--- config.mk ---
export PLATFORM = sky130hd
export DESIGN_NAME = qclk_cal_ctrl
export DESIGN_NICKNAME = d
export VERILOG_FILES = /design/src/rtl/qcal_pkg.sv /design/src/rtl/qcal_rst_sync.sv /design/src/rtl/qcal_trig.sv /design/src/rtl/qcal_sar.sv /design/src/rtl/qclk_cal_ctrl.sv
export SDC_FILE = /design/constraint.sdc
export NUM_CORES = 1
export LEC_CHECK = 0
export BUFFER_PORTS_ARGS = -buffer_cell sky130_fd_sc_hd__clkbuf_2
export CAP_MARGIN = 20
export CORE_MARGIN = 10
export CORE_UTILIZATION = 55
export CTS_CLUSTER_SIZE = 24
export DETAILED_ROUTE_END_ITERATION = 8
export PLACE_DENSITY_LB_ADDON = 0.3
export SYNTH_ARGS = -nofsm -noshare
export SYNTH_HDL_FRONTEND = slang
export SYNTH_SLANG_ARGS = --single-unit
--- constraint.sdc ---
create_clock -name clk_osc -period 1.5 [get_ports clk_osc]
set_input_delay 0.3 -clock clk_osc [delete_from_list [all_inputs] [get_ports clk_osc]]
set_output_delay 0.3 -clock clk_osc [all_outputs]
set_load 0.05 [all_outputs]
--- src/rtl/qcal_pkg.sv ---
package qcal_pkg;
  localparam int CODE_W   = 5;
  localparam int RUN_CYC  = 65;
  localparam int STEP_CYC = 8;
endpackage

--- src/rtl/qcal_rst_sync.sv ---
module qcal_rst_sync #(
  parameter int STAGES = 2
) (
  input  logic clk,
  input  logic rst_n,
  output logic rst_sn
);
  logic [STAGES-1:0] sh_q;
  logic [STAGES-1:0] sh_d;

  always_comb sh_d = {sh_q[STAGES-2:0], 1'b1};

  always_ff @(posedge clk or negedge rst_n) begin
    if (!rst_n) sh_q <= '0;
    else        sh_q <= sh_d;
  end

  assign rst_sn = sh_q[STAGES-1];
endmodule

--- src/rtl/qcal_trig.sv ---
module qcal_trig (
  input  logic clk,
  input  logic rst_n,
  input  logic xcv_done,
  input  logic auto_off,
  input  logic busy,
  output logic start,
  output logic pend
);
  logic off_q, off_d;
  logic pend_q, pend_d;
  logic rise, req;

  always_comb begin
    rise   = auto_off & ~off_q;
    req    = (xcv_done & ~auto_off) | rise;
    start  = ~busy & (pend_q | req);
    off_d  = auto_off;
    pend_d = start ? 1'b0 : (pend_q | req);
  end

  // pend resets to 1 so that the post-reset run always happens
  always_ff @(posedge clk or negedge rst_n) begin
    if (!rst_n) begin
      off_q  <= 1'b1;
      pend_q <= 1'b1;
    end else begin
      off_q  <= off_d;
      pend_q <= pend_d;
    end
  end

  assign pend = pend_q;

  // an edge on the control bit seen while idle leads to a busy run
  a_r4_edge_starts: assert property (@(posedge clk) disable iff (!rst_n)
    (auto_off && !off_q && !busy) |=> busy);

  // a pending request is never held while idle for more than the start cycle
  a_r9_pend_served: assert property (@(posedge clk) disable iff (!rst_n)
    (pend_q && !busy) |=> (busy && !pend_q) || pend_q == 1'b0);
endmodule

--- src/rtl/qcal_sar.sv ---
module qcal_sar
  import qcal_pkg::*;
#(
  parameter int W     = CODE_W,
  parameter int RUN   = RUN_CYC,
  parameter int STEP  = STEP_CYC
) (
  input  logic         clk,
  input  logic         rst_n,
  input  logic         start,
  input  logic         phase_ok,
  input  logic         wr_en,
  input  logic [W-1:0] wr_data,
  output logic         busy,
  output logic [W-1:0] code,
  output logic [W-1:0] tap,
  output logic         flag
);
  localparam int CNT_W = $clog2(RUN);
  localparam int STP_W = (STEP > 1) ? $clog2(STEP) : 1;
  localparam logic [CNT_W-1:0] LAST_CNT = CNT_W'(RUN - 1);
  localparam logic [STP_W-1:0] STEP_END = STP_W'(STEP - 1);
  localparam logic [W-1:0]     TOP_BIT  = {1'b1, {(W-1){1'b0}}};

  logic             busy_q, busy_d;
  logic [CNT_W-1:0] cnt_q, cnt_d;
  logic [STP_W-1:0] stp_q, stp_d;
  logic [W-1:0]     trial_q, trial_d;
  logic [W-1:0]     mask_q, mask_d;
  logic [W-1:0]     code_q, code_d;
  logic             flag_q, flag_d;
  logic             last, eval;
  logic             code_en, run_en;

  always_comb begin
    last    = busy_q && (cnt_q == LAST_CNT);
    eval    = busy_q && (stp_q == STEP_END) && (mask_q != '0);
    run_en  = start || busy_q;
    busy_d  = busy_q;
    cnt_d   = cnt_q;
    stp_d   = stp_q;
    trial_d = trial_q;
    mask_d  = mask_q;
    if (start) begin
      busy_d  = 1'b1;
      cnt_d   = '0;
      stp_d   = '0;
      trial_d = TOP_BIT;
      mask_d  = TOP_BIT;
    end else if (busy_q) begin
      cnt_d = cnt_q + 1'b1;
      stp_d = (stp_q == STEP_END) ? '0 : stp_q + 1'b1;
      if (last) busy_d = 1'b0;
      if (eval) begin
        trial_d = (phase_ok ? trial_q : (trial_q & ~mask_q)) | (mask_q >> 1);
        mask_d  = mask_q >> 1;
      end
    end
  end

  always_comb begin
    code_en = 1'b0;
    code_d  = code_q;
    flag_d  = flag_q;
    if (last) begin
      code_en = 1'b1;
      code_d  = trial_q;
      flag_d  = trial_q[W-1];
    end else if (wr_en && !busy_q) begin
      code_en = 1'b1;
      code_d  = wr_data;
    end
  end

  always_ff @(posedge clk or negedge rst_n) begin
    if (!rst_n) begin
      busy_q  <= 1'b0;
      cnt_q   <= '0;
      stp_q   <= '0;
      trial_q <= '0;
      mask_q  <= '0;
    end else if (run_en) begin
      busy_q  <= busy_d;
      cnt_q   <= cnt_d;
      stp_q   <= stp_d;
      trial_q <= trial_d;
      mask_q  <= mask_d;
    end
  end

  always_ff @(posedge clk or negedge rst_n) begin
    if (!rst_n) begin
      code_q <= '0;
      flag_q <= 1'b0;
    end else if (code_en) begin
      code_q <= code_d;
      flag_q <= flag_d;
    end
  end

  assign busy = busy_q;
  assign code = code_q;
  assign flag = flag_q;
  assign tap  = busy_q ? trial_q : code_q;

  // busy cannot drop before the final count
  a_r5_run_length: assert property (@(posedge clk) disable iff (!rst_n)
    (busy_q && cnt_q != LAST_CNT) |=> busy_q);

  // busy always drops after the final count
  a_r5_run_ends: assert property (@(posedge clk) disable iff (!rst_n)
    last |=> !busy_q);

  // the published code is frozen during a run except on its final cycle
  a_r8_code_frozen: assert property (@(posedge clk) disable iff (!rst_n)
    (busy_q && !last) |=> $stable(code_q));

  // at most one bit remains under test
  a_r6_mask_onehot: assert property (@(posedge clk) disable iff (!rst_n)
    $onehot0(mask_q));
endmodule

--- src/rtl/qclk_cal_ctrl.sv ---
module qclk_cal_ctrl
  import qcal_pkg::*;
#(
  parameter int W    = CODE_W,
  parameter int RUN  = RUN_CYC,
  parameter int STEP = STEP_CYC
) (
  input  logic         clk_osc,
  input  logic         rst_n,
  input  logic         xcv_done,
  input  logic         auto_off,
  input  logic         dly_wr_en,
  input  logic [W-1:0] dly_wr_data,
  input  logic         phase_ok,
  output logic [W-1:0] dly_tap,
  output logic [W-1:0] dly_code,
  output logic         over_half,
  output logic         cal_busy
);
  logic rst_sn;
  logic start;
  logic pend;

  qcal_rst_sync #(.STAGES(2)) u_rst (
    .clk    (clk_osc),
    .rst_n  (rst_n),
    .rst_sn (rst_sn)
  );

  qcal_trig u_trig (
    .clk      (clk_osc),
    .rst_n    (rst_sn),
    .xcv_done (xcv_done),
    .auto_off (auto_off),
    .busy     (cal_busy),
    .start    (start),
    .pend     (pend)
  );

  qcal_sar #(.W(W), .RUN(RUN), .STEP(STEP)) u_sar (
    .clk      (clk_osc),
    .rst_n    (rst_sn),
    .start    (start),
    .phase_ok (phase_ok),
    .wr_en    (dly_wr_en),
    .wr_data  (dly_wr_data),
    .busy     (cal_busy),
    .code     (dly_code),
    .tap      (dly_tap),
    .flag     (over_half)
  );

  // end of transceive with automatic runs enabled starts a run
  a_r2_xcv_start: assert property (@(posedge clk_osc) disable iff (!rst_sn)
    (!cal_busy && xcv_done && !auto_off) |=> cal_busy);

  // end of transceive is ignored while automatic runs are disabled
  a_r3_xcv_blocked: assert property (@(posedge clk_osc) disable iff (!rst_sn)
    (!cal_busy && !pend && xcv_done && auto_off && $past(auto_off)) |=> !cal_busy);

  // the flag agrees with the half-range of the code produced by the run
  a_r7_flag_match: assert property (@(posedge clk_osc) disable iff (!rst_sn)
    $fell(cal_busy) |-> (over_half == dly_code[W-1]));

  // idle tap follows the published code
  a_r6_idle_tap: assert property (@(posedge clk_osc) disable iff (!rst_sn)
    !cal_busy |-> (dly_tap == dly_code));
endmodule

==> flow_summary.ini <==
[synthesis]
synthCells = 129
async_flop_share_pct = 100.0
synth_edf_count = 0
syn_nets = 144
synth_seq_area_share_pct = 53.30
ys_ff_latch = 31
ys_warn_count = 0
syn_avg_cell_area_um2 = 11.32
ys.flop_type = dfrtp_1
syn_area_um2 = 1460
synth.distinct_cells = 35

[min_path]
hp-class = input pin to flop

[detailed_routing]
first_iter_violations = 80
avgRoutedWirePerCell_um = 16.77
first_pass_iters = 4
drc_errors = 0
vias_per_cell = 5.531
drt_wl_total_um = 3471
drtAntennaViolNets = 0
vias = 1145

[outcome]
status = complete, but fails checks
violations = negative setup slack

[sta]
post-route-period-util_pct = 109.2
fin_crit_ps = 1639
fin_ws_ps = -138.5
rsz0062_at_grt = yes
fmax_ghz = 0.6103
maxSlewViolCount = 0
worst_clock_skew_ps = 12.77
hold_viol_final = 0
setup_viol = 17

[worst_setup_path]
ff2ff_setup_slack_ps = -80
reg2reg_from = u_sar.busy
startpoint = u_sar.busy
required_ps = 1200
worst_r2r_endpoint = u_sar.code[3]
worst_setup_path_start_kind = flop
reg2regPathDepth = 7
arrival_ps = 1340
worstPathMaxFanout = 8
crit_type = flop to output pin
crit_end = dly_tap[0]
endpoint_kind = output pin

[clock_tree]
cts-root-buf = clkbuf_4
cts_tree = built
clkTransAtPathRegs_ps = 100
clock_latency_ps = 340
cts_made_buffers = 5
clk_path_buf_depth = 2
htree_levels = 2
numClockSinks = 31

[layout]
layout_commonest_cell = dfrtp_1
nFillCells = 153
final_layout_size_suffix_gt1_share_pct = 39.55
final-seq-area_um2 = 779.5
layout_common_cells = dfrtp_1 (28), clkbuf_2 (16), buf_4 (16)
antenna_cells = 0
multi_input_area_um2 = 671.9
utilization_pct = 78.58
nets = 191
area_delta_synth_final_pct = 34.53

[grt]
grt_util_met2_pct = 23.24
grtUsageMet1_pct = 14.81
antenna_found_initial = 0
grt_pass1_vias = 1181
grtUsageMet3_pct = 6.612
top_usage_layer = met2
grt_pass1_wl_um = 5540
grt_start_max_net_pins = 30
grt_overflow = 0
grt.total_usage_pct = 13.87

[die]
dieWidth_um = 71.53
die_area_um2 = 5116
start_util_pct = 58.41
io_pins = 23
core-area_um2 = 2500
die_h_um = 71.53
placementRows = 18

[place]
gp_congestion = 0.8173
place_ws_ps = -39.44
io_buffers = 22
dp_hpwl_um = 2266

[power]
p_leak_nw = 0.9627
power_mw = 4.276
p_per_area_nw_per_um2 = 2177
vdd_drop_max_v = 0.001625

[flow_run]
cap_violations = 0
## critical path, cell delays in order (launching register included)
cell and delay [ps]:
dfrtp_2 510, mux2_4 340, buf_8 150
## layer usage
layer,share of wire (%),wire length (µm)
met4,1.0,36
met5,0,0
met2,50,1731
met1,44,1518
met3,5.3,185
## registers in the layout, summed over array words and instances, names as in the netlist
signal         cells
u_sar.cnt_q        7
u_sar.code         5
u_sar.mask_q       5
u_sar.trial_q      5
u_sar.stp_q        3
u_rst.sh_q         2
u_sar.busy         1
u_sar.flag         1
u_trig.off_q       1
u_trig.pend        1
## worst min-delay path by stage
stage	from	endpoint	slack [ps]	cells past startpoint
floorplan	rst_n	u_rst.sh_q[0]	4	0
global placement	rst_n	u_rst.sh_q[0]	90	1
detailed placement	rst_n	u_rst.sh_q[1]	90	1
CTS	auto_off	u_trig.off_q	80	1
global route	auto_off	u_trig.off_q	70	1
finish	auto_off	u_trig.off_q	90	1
## repair_timing
item | CTS | global route
pin swaps | 2 | 4
buffers inserted | 6 | 4
endpoints found under the setup margin | 10 | 26
hold buffers | 1 | 0
gates resized for setup | 24 | 13
endpoints found under the hold margin | 2 | 0
cloned | 0 | 0
## synth_stat cells, types with 2 or more instances
cell type | instances | area, µm²
clkbuf_1 | 2 | 7.510
a21o_1 | 5 | 37.54
nand2b_1 | 2 | 12.51
inv_1 | 13 | 48.80
o221ai_1 | 4 | 35.03
dfrtp_1 | 29 | 725.7
nand2_1 | 8 | 30.03
ha_1 | 4 | 50.05
o22a_1 | 2 | 17.52
nand3b_1 | 2 | 15.01
o31ai_1 | 3 | 22.52
o21ai_0 | 8 | 40.04
a21oi_1 | 5 | 25.02
mux2_2 | 6 | 67.56
nor2b_1 | 2 | 12.51
nand4_1 | 3 | 18.77
a22o_1 | 8 | 70.07
nor2_1 | 4 | 15.01
dfstp_2 | 2 | 52.55
buf_2 | 2 | 10.01
## through the flow
| stage | area (µm²) | hold slack [ps] | TNS (ps) | instances |
|---|---|---|---|---|
| finish | 1964 | 86.11 | -1421 | 207 |
| floorplan | 1464 | 4.409 | -188.4 | 129 |
| global route | 1964 | 67.45 | -3207 | 207 |
| global placement | 1674 | 85.00 | 0 | 188 |
| CTS | 1903 | 75.04 | -1061 | 203 |
| detailed placement | 1674 | 90.13 | -115.2 | 188 |
## where the power goes
group / internal [mW] / switching [mW] / total, mW
clock network: 0.227 / 0.281 / 0.508
registers: 1.18 / 0.341 / 1.53
logic: 1.02 / 1.22 / 2.24
## cell type report
type	count	share of cell area, %
flip-flops and latches	31	39.68
multi-input cells	81	34.20
repair buffers	44	18.66
clock buffers	7	2.803
inverters	13	2.484
well taps	30	1.911
clock inverters	1	0.2548
## cell families (layout without fill, tap and decap cells)
logic type / count (synthesis) / in the layout / synth area share, %
mux: 7 / 7 / 5.312
buf+inv: 17 / 65 / 4.542
other cells: 1 / 1 / 0.2568
xor+xnor: 2 / 2 / 1.200
fa+ha+maj: 4 / 4 / 3.428
compound gates: 39 / 39 / 20.39
simple gates: 28 / 28 / 11.57
flops: 31 / 31 / 53.30
No activity file was read; power rests on OpenSTA's default activity.
